[src/rtl/hwas_pkg.sv]
package hwas_pkg;
  typedef enum logic [1:0] {
    SZ_B2H = 2'd0,
    SZ_H2W = 2'd1,
    SZ_W2D = 2'd2,
    SZ_D2Q = 2'd3
  } size_e;

  localparam int unsigned NUM_SIZES = 4;
  localparam int unsigned MIN_RES_W = 16;
endpackage

[src/rtl/hwas_lane.sv]
module hwas_lane #(
  parameter int unsigned ELEM_W = 8,
  localparam int unsigned RES_W = 2 * ELEM_W
) (
  input  logic [ELEM_W-1:0] a_el_i,
  input  logic [ELEM_W-1:0] b_el_i,
  input  logic              signed_i,
  input  logic              sub_i,
  output logic [RES_W-1:0]  res_o
);
  logic [RES_W-1:0] a_x, b_x;

  assign a_x   = {{ELEM_W{signed_i & a_el_i[ELEM_W-1]}}, a_el_i};
  assign b_x   = {{ELEM_W{signed_i & b_el_i[ELEM_W-1]}}, b_el_i};
  assign res_o = sub_i ? (a_x - b_x) : (a_x + b_x);
endmodule

[src/rtl/hwas_lane_group.sv]
module hwas_lane_group #(
  parameter int unsigned VEC_W = 128,
  parameter int unsigned RES_W = 16,
  localparam int unsigned ELEM_W = RES_W / 2,
  localparam int unsigned LANES  = VEC_W / RES_W
) (
  input  logic [VEC_W-1:0] a_i,
  input  logic [VEC_W-1:0] b_i,
  input  logic             signed_i,
  input  logic             sub_i,
  output logic [VEC_W-1:0] res_o
);
  for (genvar i = 0; i < LANES; i++) begin : g_lane
    hwas_lane #(.ELEM_W(ELEM_W)) u_lane (
      .a_el_i  (a_i[(2*i+1)*ELEM_W +: ELEM_W]),
      .b_el_i  (b_i[(2*i)*ELEM_W +: ELEM_W]),
      .signed_i(signed_i),
      .sub_i   (sub_i),
      .res_o   (res_o[i*RES_W +: RES_W])
    );
  end
endmodule

[src/rtl/hwas_out_stage.sv]
module hwas_out_stage #(
  parameter int unsigned W  = 128,
  parameter bit          EN = 1'b1
) (
  input  logic         clk_i,
  input  logic         rst_ni,
  input  logic         valid_i,
  input  logic [W-1:0] data_i,
  output logic         valid_o,
  output logic [W-1:0] data_o
);
  if (EN) begin : g_reg
    always_ff @(posedge clk_i or negedge rst_ni) begin
      if (!rst_ni) begin
        valid_o <= 1'b0;
        data_o  <= '0;
      end else begin
        valid_o <= valid_i;
        if (valid_i) data_o <= data_i;
      end
    end
  end else begin : g_comb
    logic unused_clk;
    assign unused_clk = clk_i ^ rst_ni;
    assign valid_o    = valid_i;
    assign data_o     = data_i;
  end
endmodule

[src/rtl/simd_hwiden_addsub.sv]
module simd_hwiden_addsub #(
  parameter int unsigned VEC_W   = 128,
  parameter bit          OUT_REG = 1'b1
) (
  input  logic             clk_i,
  input  logic             rst_ni,
  input  logic             valid_i,
  input  logic [1:0]       size_i,
  input  logic             signed_i,
  input  logic             sub_i,
  input  logic [VEC_W-1:0] src_a_i,
  input  logic [VEC_W-1:0] src_b_i,
  output logic             valid_o,
  output logic [VEC_W-1:0] result_o
);
  import hwas_pkg::*;

  logic [VEC_W-1:0] grp_res [NUM_SIZES];
  logic [VEC_W-1:0] res_d;
  size_e            size_sel;

  for (genvar k = 0; k < NUM_SIZES; k++) begin : g_size
    hwas_lane_group #(.VEC_W(VEC_W), .RES_W(MIN_RES_W << k)) u_grp (
      .a_i     (src_a_i),
      .b_i     (src_b_i),
      .signed_i(signed_i),
      .sub_i   (sub_i),
      .res_o   (grp_res[k])
    );
  end

  assign size_sel = size_e'(size_i);

  always_comb begin
    unique case (size_sel)
      SZ_B2H:  res_d = grp_res[0];
      SZ_H2W:  res_d = grp_res[1];
      SZ_W2D:  res_d = grp_res[2];
      default: res_d = grp_res[3];
    endcase
  end

  hwas_out_stage #(.W(VEC_W), .EN(OUT_REG)) u_out (
    .clk_i  (clk_i),
    .rst_ni (rst_ni),
    .valid_i(valid_i),
    .data_i (res_d),
    .valid_o(valid_o),
    .data_o (result_o)
  );
endmodule

[config.mk]
export PLATFORM = sky130hd
export DESIGN_NAME = simd_hwiden_addsub
export DESIGN_NICKNAME = d
export VERILOG_FILES = /design/src/rtl/hwas_pkg.sv /design/src/rtl/hwas_lane.sv /design/src/rtl/hwas_lane_group.sv /design/src/rtl/hwas_out_stage.sv /design/src/rtl/simd_hwiden_addsub.sv
export SDC_FILE = /design/constraint.sdc
export NUM_CORES = 1
export LEC_CHECK = 0
export BUFFER_PORTS_ARGS = -buffer_cell sky130_fd_sc_hd__buf_4
export CORE_MARGIN = 3
export CORE_UTILIZATION = 45
export DETAILED_ROUTE_END_ITERATION = 10
export GPL_ROUTABILITY_DRIVEN = 1
export GPL_TIMING_DRIVEN = 0
export HOLD_SLACK_MARGIN = 0.15
export PLACE_DENSITY = 0.68
export SLEW_MARGIN = 20
export SYNTH_ARGS = -nofsm -noshare
export SYNTH_HDL_FRONTEND = slang
export SYNTH_SLANG_ARGS = --single-unit
[constraint.sdc]
create_clock -name clk_i -period 1.4 [get_ports clk_i]
set_input_delay 0.28 -clock clk_i [delete_from_list [all_inputs] [get_ports clk_i]]
set_output_delay 0.28 -clock clk_i [all_outputs]
set_load 0.01 [all_outputs]
### After elaboration in Yosys (flattened, before gate mapping)

Cells that the tools add are included.

* bits in registers: 129
* input bits: 263
* output and inout bits: 129
* logic and storage cells: 74

* $add $sub $neg: 30
* equality and inequality tests: 2
* mux-type cells: 16
* bitwise operators: 23
* reduce and logical (&&, ||, !) cells: 1

Operators with widths (number)
* $pmux 128 s3: 1
* $mux 128: 1
* $mux 16: 8
* $mux 32: 4
* $mux 64: 2
* $add 9x9->10: 8
* $sub 9x9->10: 8
* $add 17x17->18: 4
* $sub 17x17->18: 4
* $add 33x33->34: 2
* $sub 33x33->34: 2
* $add 65x65->66: 1
* $sub 65x65->66: 1
* $and 1x1->1: 23
* $eq 2x1->1 const B: 1
* $eq 2x2->1 const B: 1
* $logic_not 2->1: 1

### Depth between registers and ports, before layout

Gate-level depths: netlist of the first run.

* depth after elaboration: 4
* depth in mapped cells: 25
* mapped depth without buffers: 24

### By module

Synthesis of the first run repeated with hierarchy kept, for this count alone.

* cells, all modules: 3659
* area, all modules: 30434.2 sq um

Modules (own cells, without submodules)
* hwas_lane at g_size[3].u_grp.g_lane[0].u_lane: instances 1, cells an instance 899, area each 5943.2 sq um, seq. area each 0.0 sq um
* hwas_lane at g_size[2].u_grp.g_lane[0].u_lane ...: instances 2, cells an instance 421, area each 2857.7 sq um, seq. area each 0.0 sq um
* hwas_out_stage: instances 1, cells an instance 271, area each 4847.1 sq um, seq. area each 3228.1 sq um
* hwas_lane at g_size[1].u_grp.g_lane[0].u_lane ...: instances 3, cells an instance 188, area each 1300.0 sq um, seq. area each 0.0 sq um
* hwas_lane at g_size[0].u_grp.g_lane[3].u_lane ...: instances 5, cells an instance 92, area each 686.9 sq um, seq. area each 0.0 sq um
* simd_hwiden_addsub: instances 1, cells an instance 156, area each 3196.8 sq um, seq. area each 0.0 sq um
* hwas_lane at g_size[0].u_grp.g_lane[0].u_lane ...: instances 3, cells an instance 93, area each 684.4 sq um, seq. area each 0.0 sq um
* hwas_lane at g_size[1].u_grp.g_lane[1].u_lane: instances 1, cells an instance 188, area each 1343.8 sq um, seq. area each 0.0 sq um

### Least setup slack after synthesis of the first run

No wires, ideal clock.

* path type: input port to flip-flop
* from: input sub_i
* to: register u_out.data_o[96]
* library setup time: 0.121 ns
* arrival time: 5.519 ns
* data required time: 1.279 ns
* slack: -4.240 ns
* stages: 20
* path buffers: 6
* path through: clkbuf_1 clkbuf_1 clkbuf_1 clkbuf_1 clkbuf_1 clkbuf_1 mux2i_1 fa_1 a21o_1 a21o_1 a2111oi_0 o31a_1 a31oi_1 a311o_1 a2111o_1 o311ai_0 o21ai_0 xnor2_1 o22ai_1 o22a_1

* word-level cells in the longest chain between the ends: 2
* elaborated cells between the ends (all ways): 5
* classes of those cells: mux (5)

RTL lines
* start: declaration: line simd_hwiden_addsub.sv:10 `input logic sub_i,`
* $mux 128, or another cell as far along: line hwas_lane.sv:15 `assign res_o = sub_i ? (a_x - b_x) : (a_x + b_x);`
* $pmux 128 s3 *: line simd_hwiden_addsub.sv:35 `unique case (size_sel)`
* end signal: assignment: line hwas_out_stage.sv:19 `if (valid_i) data_o <= data_i;`
* end: declaration: line hwas_out_stage.sv:10 `output logic [W-1:0] data_o`

Mark *: on every way between the ends. The rest lies on a longest branch, timed or not.
A chain may end at the register's enable or synchronous reset.

### Final worst setup path of the first run

* from: input src_b_i[25]
* to: register u_out.data_o[79]

* word-level cells in the longest chain between the ends: 3
* elaborated cells between the ends (all ways): 4
* classes of those cells: add/sub (2); mux (2)

RTL lines
* start: declaration: line simd_hwiden_addsub.sv:12 `input logic [VEC_W-1:0] src_b_i,`
* $add 65x65->66 or $sub 65x65->66 (tied branches): line hwas_lane.sv:15
* $mux 128 *: line hwas_lane.sv:15
* $pmux 128 s3 *: line simd_hwiden_addsub.sv:35

Marks and branches as above.

==> impl_metrics.env, run 1 <==
export IMPL_status="complete, but fails checks"
export IMPL_violations="negative setup slack"
export IMPL_syn_instance_count=3011
export IMPL_vias_per_cell=6.44
export IMPL_cap_violations=0
export IMPL_die_w_um=230
export IMPL_syn_area_per_cell_um2=7.53
export IMPL_min_to="u_out.data_o[62]"
export IMPL_power_density_mw_per_mm2=946
export IMPL_fin_skew_ns=0
export IMPL_rsz0062_at_grt="yes"
export IMPL_hold_depth=5
export IMPL_path_clk_slew_ns=0.06
export IMPL_yosysTopAreaCell="ha_1"
export IMPL_overflow=0
export IMPL_rows=81
export IMPL_hpwl_mm=91.4
export IMPL_end_kind="register"
export IMPL_leakagePower_nw=14.0
export IMPL_rr_endpoint="u_out.data_o[62]"
export IMPL_num_vias=27600
export IMPL_r2r_start="u_out.data_o[62]"
export IMPL_grt_max_degree=71
export IMPL_grt_pass1_wl_mm=165
export IMPL_pre_cts_slack_ns=-5.01
export IMPL_layout_drive_gt1_share=0.309
export IMPL_clock_latency_ns=0.50
export IMPL_synth_async_reset_ratio=1.00
export IMPL_ys_flop_type="dfrtp_1"
export IMPL_cts_sinks=123
export IMPL_routed_wl_mm=117
export IMPL_htreeDepth=4
export IMPL_worstPathRequired_ns=1.78
export IMPL_worst_ep_arrival_time_ns=5.15
export IMPL_cp_slowest_stage_delay_ns=0.54
export IMPL_layout_setup_ws_ns=-3.37
export IMPL_io_buffers=358
export IMPL_dr_first_iter_drc_count=2828
export IMPL_critPathLaunchType="primary input"
export IMPL_syn_nets=3562
export IMPL_die_h_um=230
export IMPL_fmax_ghz=0.210
export IMPL_hold_viol=0
export IMPL_yosysTopAreaCellShare=0.151
export IMPL_instances_no_fill=4286
export IMPL_cts_inserted_buffers=17
export IMPL_synthTopCellsByCount="nor2_1 (338), a21oi_1 (320), xnor2_1 (287), ha_1 (273), o21ai_0 (184)"
export IMPL_root_buffer="clkbuf_16"
export IMPL_cts_tree="built"
export IMPL_dr_pass1_iters=6
export IMPL_ant_nets=0
export IMPL_track_usage=0.417
export IMPL_holdCritPathClass="primary input to register"
export IMPL_worstMarginPinSlew_ns=1.31
export IMPL_routedWlPerCell_um=27.2
export IMPL_slowest_stage="or4_4"
export IMPL_fill_cells=4221
export IMPL_area_growth_syn_to_layout_pct=42.0
export IMPL_worst_path_max_fanout=6
export IMPL_netlist_area_mm2=0.0227
export IMPL_synth_cell_types=88
export IMPL_clockBufferDepth=2
export IMPL_grt_pass1_vias=25700
export IMPL_ir_worst_vdd_mv=0.990
export IMPL_gp_congestion=1.04
export IMPL_critPathKind="primary input to register"
export IMPL_seq_area_frac_synth=0.136
export IMPL_final_nets=4156
export IMPL_yosysWarningCount=0
export IMPL_yosysMostFrequentCell="nor2_1"
export IMPL_start_util=0.459
export IMPL_cp_top_family="simple AND/OR/NAND/NOR gates"
export IMPL_placed_cells=4035
export IMPL_finalCritPeriodShare=3.41
export IMPL_max_slew_margin=0.125
export IMPL_min_from="valid_i"
export IMPL_crit_path_cell_trace="buf_8 -> or4_4 -> or4_4 -> nor4_4 -> buf_4 -> clkbuf_16 -> a21oi_1 -> xnor2_1 -> ha_2 -> and2_4 -> nand3_2 -> or2_4 -> or2_4 -> inv_2 -> o311ai_4 -> a211oi_4 -> o2111a_1 -> o211ai_1 -> buf_4 -> buf_12 -> a21oi_4 -> o221ai_2 -> o21a_1"
export IMPL_design_core_area_mm2=0.0494
export IMPL_synth_edf_count=0
export IMPL_path_buf_inv=6
export IMPL_period_needed_ns=4.77
export IMPL_io_pins=392
export IMPL_slew_viol_final=0
export IMPL_drc_errors=0
export IMPL_setup_viol=129
export IMPL_ys_ff_latch=123
export IMPL_antenna_found_initial=3
export IMPL_synth_area_top_cells="ha_1 (15%), dfrtp_1 (14%), xnor2_1 (11%)"
export IMPL_worst_r2r_cell_count=4
export IMPL_r2r_slack_ns=0.03
export IMPL_die_area_mm2=0.0531
sequential cells by signal, summed over array words and instances (netlist names):
signal	flops
u_out.data_o	122
u_out.valid_o	1
worst min-delay path, cell delays in order:
cell and delay, ns:
buf_4 0.10, nor2_1 0.05, nor2_1 0.09, o311ai_1 0.11, nand3_1 0.09
per-layer routing:
| metal | vias up | routed length (µm) | global-route usage |
|---|---|---|---|
| met4 | 4 | 7320 | 0.222 |
| li1 | 12200 | - | - |
| met1 | 13300 | 46900 | 0.561 |
| met3 | 362 | 13300 | 0.101 |
| met2 | 1735 | 49200 | 0.618 |
| met5 | - | 27 | 0 |
placed cells by master (no fill, tap or decap), types with 43 or more instances in the layout:
cell type  instances
a21o_1           121
a21oi_1          240
a21oi_2           64
buf_4            519
buf_6             58
clkbuf_1          62
dfrtp_1          121
ha_1             228
inv_1            124
nand2_1          168
nand2b_1          43
nor2_1           313
nor3_1            60
o21ai_0          115
o22a_1            50
xnor2_1          240
xor2_1            93
power by group:
| part | switching (mW) | leakage (nW) | internal (mW) |
|---|---|---|---|
| sequential | 0.601 | 1.40 | 4.37 |
| clock | 2.05 | 0.306 | 3.07 |
| combinational | 11.1 | 12.3 | 9.24 |
| total | 13.8 | 14.0 | 16.7 |
worst max path at each step:
stage	depth (start not counted)	slack [ns]	endpoint	from
global placement	24	-5.07	u_out.data_o[79]	src_b_i[3]
global route	25	-3.43	u_out.data_o[106]	src_b_i[25]
finish	23	-3.37	u_out.data_o[79]	src_b_i[25]
detailed placement	23	-5.01	u_out.data_o[79]	src_b_i[5]
CTS	24	-3.20	u_out.data_o[79]	src_b_i[25]
floorplan	22	-3.28	u_out.data_o[105]	src_b_i[27]
area by class of cell:
class,instances,area (µm²),area share
flip-flops and latches,123,3080,0.0957
well taps,664,831,0.0258
inverters,129,484,0.0150
clock inverters,13,191,0.00595
clock buffers,19,453,0.0141
multi-input cells,2632,21500,0.669
plain buffers,116,831,0.0258
repair buffers,586,4770,0.148
diodes,4,10.0,0.000311
timing repair:
| action | 4_1_cts | 5_1_grt |
|---|---|---|
| resized for setup | 310 | 204 |
| cloned | 2 | 3 |
| setup buffers | 161 | 67 |
| pin swaps | 180 | 143 |
| endpoints found under the hold margin | 114 | 0 |
| endpoints found under the setup margin | 131 | 130 |
| hold buffers | 2 | 0 |
stage by stage:
| step | util | hold slack, ns | instance area [µm²] | power, mW | TNS [ns] |
|---|---|---|---|---|---|
| final | 0.652 | 0.257 | 32200 | 30.4 | -360.09 |
| after global routing | 0.652 | 0.275 | 32200 | 31.9 | -371.89 |
| after CTS | 0.623 | 0.258 | 30800 | 28.8 | -340.90 |
| after detailed placement | 0.553 | 0.219 | 27300 | 21.6 | -521.83 |
| after global placement | 0.552 | 0.417 | 27200 | 21.4 | -577.66 |
| after floorplan | - | -0.0156 | 23700 | 15.8 | -335.01 |
cells by family after synthesis:
kind of cell    share of synthesized area
simple gates                        0.190
xor+xnor                            0.151
flops                               0.136
fa+ha+maj                           0.165
compound gates                      0.291
mux                                0.0218
buf+inv                            0.0445
No activity file was read; power rests on OpenSTA's default activity.
==> inputs of run 2 (changes only) <==
--- a/config.mk
+++ b/config.mk
@@ -6,6 +6,7 @@
 export NUM_CORES = 1
 export LEC_CHECK = 0
 export BUFFER_PORTS_ARGS = -buffer_cell sky130_fd_sc_hd__buf_4
+export CORE_ASPECT_RATIO = 1.5
 export CORE_MARGIN = 3
 export CORE_UTILIZATION = 45
 export DETAILED_ROUTE_END_ITERATION = 10
==> run 2 against run 1 <==
  * The flow still finishes with violations (negative setup slack)
  * Sequential share of layout area increased by 0.060 points
  * Non-clock buffer count shrank 13
  * Final area down 0.63%
  * Clock power grew 4%
  * Global-route usage rose by 2.9 points
  * Via count is 0.42% higher
  * Total power rose by 0.74%
  * Worst setup slack improved by 0.0028 ns
  * Largest power group unchanged
==> impl_metrics.env, run 2 (synthesized netlist as in run 1, its figures left out) <==
export IMPL_grt_max_degree=82
export IMPL_fmax_ghz=0.210
export IMPL_placed_cells=4035
export IMPL_final_util=0.644
export IMPL_die_area_mm2=0.0531
export IMPL_setup_worst_path_end="u_out.data_o[106]"
export IMPL_grt_pass1_vias=27300
export IMPL_hold_viol=0
export IMPL_finalCritPeriodShare=3.41
export IMPL_status="complete, but fails checks"
export IMPL_worst_ep_arrival_time_ns=5.13
export IMPL_rr_endpoint="u_out.data_o[62]"
export IMPL_place_area_mm2=0.0273
export IMPL_largest_reg_flops=122
export IMPL_instances_no_fill=4271
export IMPL_clock_latency_ns=0.48
export IMPL_start_util=0.456
export IMPL_critPathLaunchType="primary input"
export IMPL_ir_worst_vdd_mv=1.05
export IMPL_holdCritPathClass="primary input to async pin"
export IMPL_layout_drive_gt1_share=0.303
export IMPL_critPathLaunch="src_b_i[27]"
export IMPL_violations="negative setup slack"
export IMPL_regMostFlops="u_out.data_o"
export IMPL_r2r_start="u_out.data_o[62]"
export IMPL_cts_tree="built"
export IMPL_grt_busiest_layer="met2"
export IMPL_slew_viol_final=0
export IMPL_r2r_slack_ns=0.09
export IMPL_final_seq_area_mm2=0.00308
export IMPL_vias_per_cell=6.49
export IMPL_io_pins=392
export IMPL_layout_commonest_cell="buf_4"
export IMPL_fin_setup_tns_ns=-363.55
export IMPL_met1_usage=0.447
export IMPL_fin_skew_ns=0
export IMPL_antenna_found_initial=6
export IMPL_hpwl_mm=97.6
export IMPL_dr_pass1_iters=6
export IMPL_clockBufferDepth=2
export IMPL_track_usage=0.446
export IMPL_gp_congestion=1.10
export IMPL_overflow=0
export IMPL_top_regs="u_out.data_o (122), u_out.valid_o (1)"
export IMPL_final_design_area_no_fill_mm2=0.0320
export IMPL_htreeDepth=4
export IMPL_critPathKind="primary input to register"
export IMPL_max_slew_margin=0.209
export IMPL_leakagePower_nw=14.0
export IMPL_layout_setup_ws_ns=-3.37
export IMPL_end_kind="register"
export IMPL_layout_common_cells="buf_4 (504), nor2_1 (310), a21oi_1 (251)"
export IMPL_drc_errors=0
export IMPL_fill_cells=4271
export IMPL_worst_r2r_cell_count=4
export IMPL_rows=100
export IMPL_ant_nets=0
export IMPL_routedWlPerCell_um=29.3
export IMPL_cts_inserted_buffers=17
export IMPL_final_nets=4142
export IMPL_rsz0062_at_grt="yes"
export IMPL_cap_violations=0
export IMPL_use_met2=0.722
export IMPL_worstPathRequired_ns=1.77
export IMPL_routed_wl_mm=125
export IMPL_grt_use_met3=0.101
export IMPL_worstMarginPinSlew_ns=1.19
export IMPL_grt_pass1_wl_mm=174
export IMPL_setup_viol=128
export IMPL_area_growth_syn_to_layout_pct=41.1
export IMPL_root_buffer="clkbuf_16"
export IMPL_period_needed_ns=4.77
export IMPL_path_clk_slew_ns=0.07
export IMPL_die_h_um=281
export IMPL_worst_path_max_fanout=7
export IMPL_cts_sinks=123
export IMPL_multi_input_area_mm2=0.0214
export IMPL_power_density_mw_per_mm2=959
export IMPL_die_w_um=189
export IMPL_num_vias=27700
export IMPL_io_buffers=358
export IMPL_dr_first_iter_drc_count=2638
export IMPL_design_core_area_mm2=0.0497
run 2: metrics by stage:
stage | hold WS (ns) | worst slack [ns] | power, mW
floorplan | -0.0156 | -3.28 | 15.8
global placement | 0.417 | -5.76 | 21.7
detailed placement | 0.198 | -5.25 | 22.0
CTS | 0.295 | -3.25 | 28.8
global route | 0.344 | -3.47 | 32.0
finish | 0.307 | -3.37 | 30.7
run 2: power breakdown:
group / total (mW) / switching [mW] / internal (mW) / leakage (nW)
combinational: 20.3 / 11.2 / 9.11 / 12.3
sequential: 5.01 / 0.639 / 4.37 / 1.40
clock: 5.32 / 2.22 / 3.10 / 0.305
total: 30.7 / 14.1 / 16.6 / 14.0
run 2: worst min-delay path by stage:
stage / from / to / slack (ns) / cells after the start
3_3_place_gp: valid_i / u_out.valid_o / 0.42 / 1
5_1_grt: rst_ni / u_out.data_o[58] / 0.34 / 2
4_1_cts: rst_ni / u_out.data_o[58] / 0.30 / 2
3_5_place_dp: rst_ni / u_out.data_o[58] / 0.20 / 1
2_1_floorplan: rst_ni / u_out.data_o[0] / -0.02 / 0
6_report: rst_ni / u_out.data_o[58] / 0.31 / 2
run 2: repair_timing:
item                                    CTS  global route
cloned                                    2             1
endpoints found under the hold margin    63             0
buffers inserted                        145            65
pin swaps                               171           130
endpoints found under the setup margin  128           129
resized for setup                       271           216
hold buffers                              2             0
run 2: layer usage:
layer,vias up,part of all wire
met4,4,0.14
met2,1763,0.45
met3,697,0.088
li1,12200,-
met5,-,0.00022
met1,13100,0.33
run 2: critical path: stages:
cell	delay [ns]
buf_8	0.09
or4_4	0.53
or4_4	0.54
nor4_4	0.14
buf_4	0.21
clkbuf_16	0.16
and2_4	0.17
nand2_4	0.06
nor2_4	0.19
a21oi_4	0.08
xnor2_2	0.20
ha_1	0.32
and3_4	0.17
and2_4	0.17
a21oi_2	0.13
nand2_2	0.08
a31oi_4	0.20
o21ai_4	0.10
a311oi_2	0.27
o211ai_1	0.12
buf_4	0.19
a21o_1	0.19
buf_6	0.13
a21o_4	0.21
o22a_1	0.19
run 2: final cells by class:
type,count,share of cell area
multi-input cells,2631,0.669
repair buffers,571,0.146
flip-flops and latches,123,0.0963
plain buffers,118,0.0275
well taps,663,0.0259
inverters,129,0.0151
clock buffers,20,0.0143
clock inverters,12,0.00591
diodes,4,0.000313
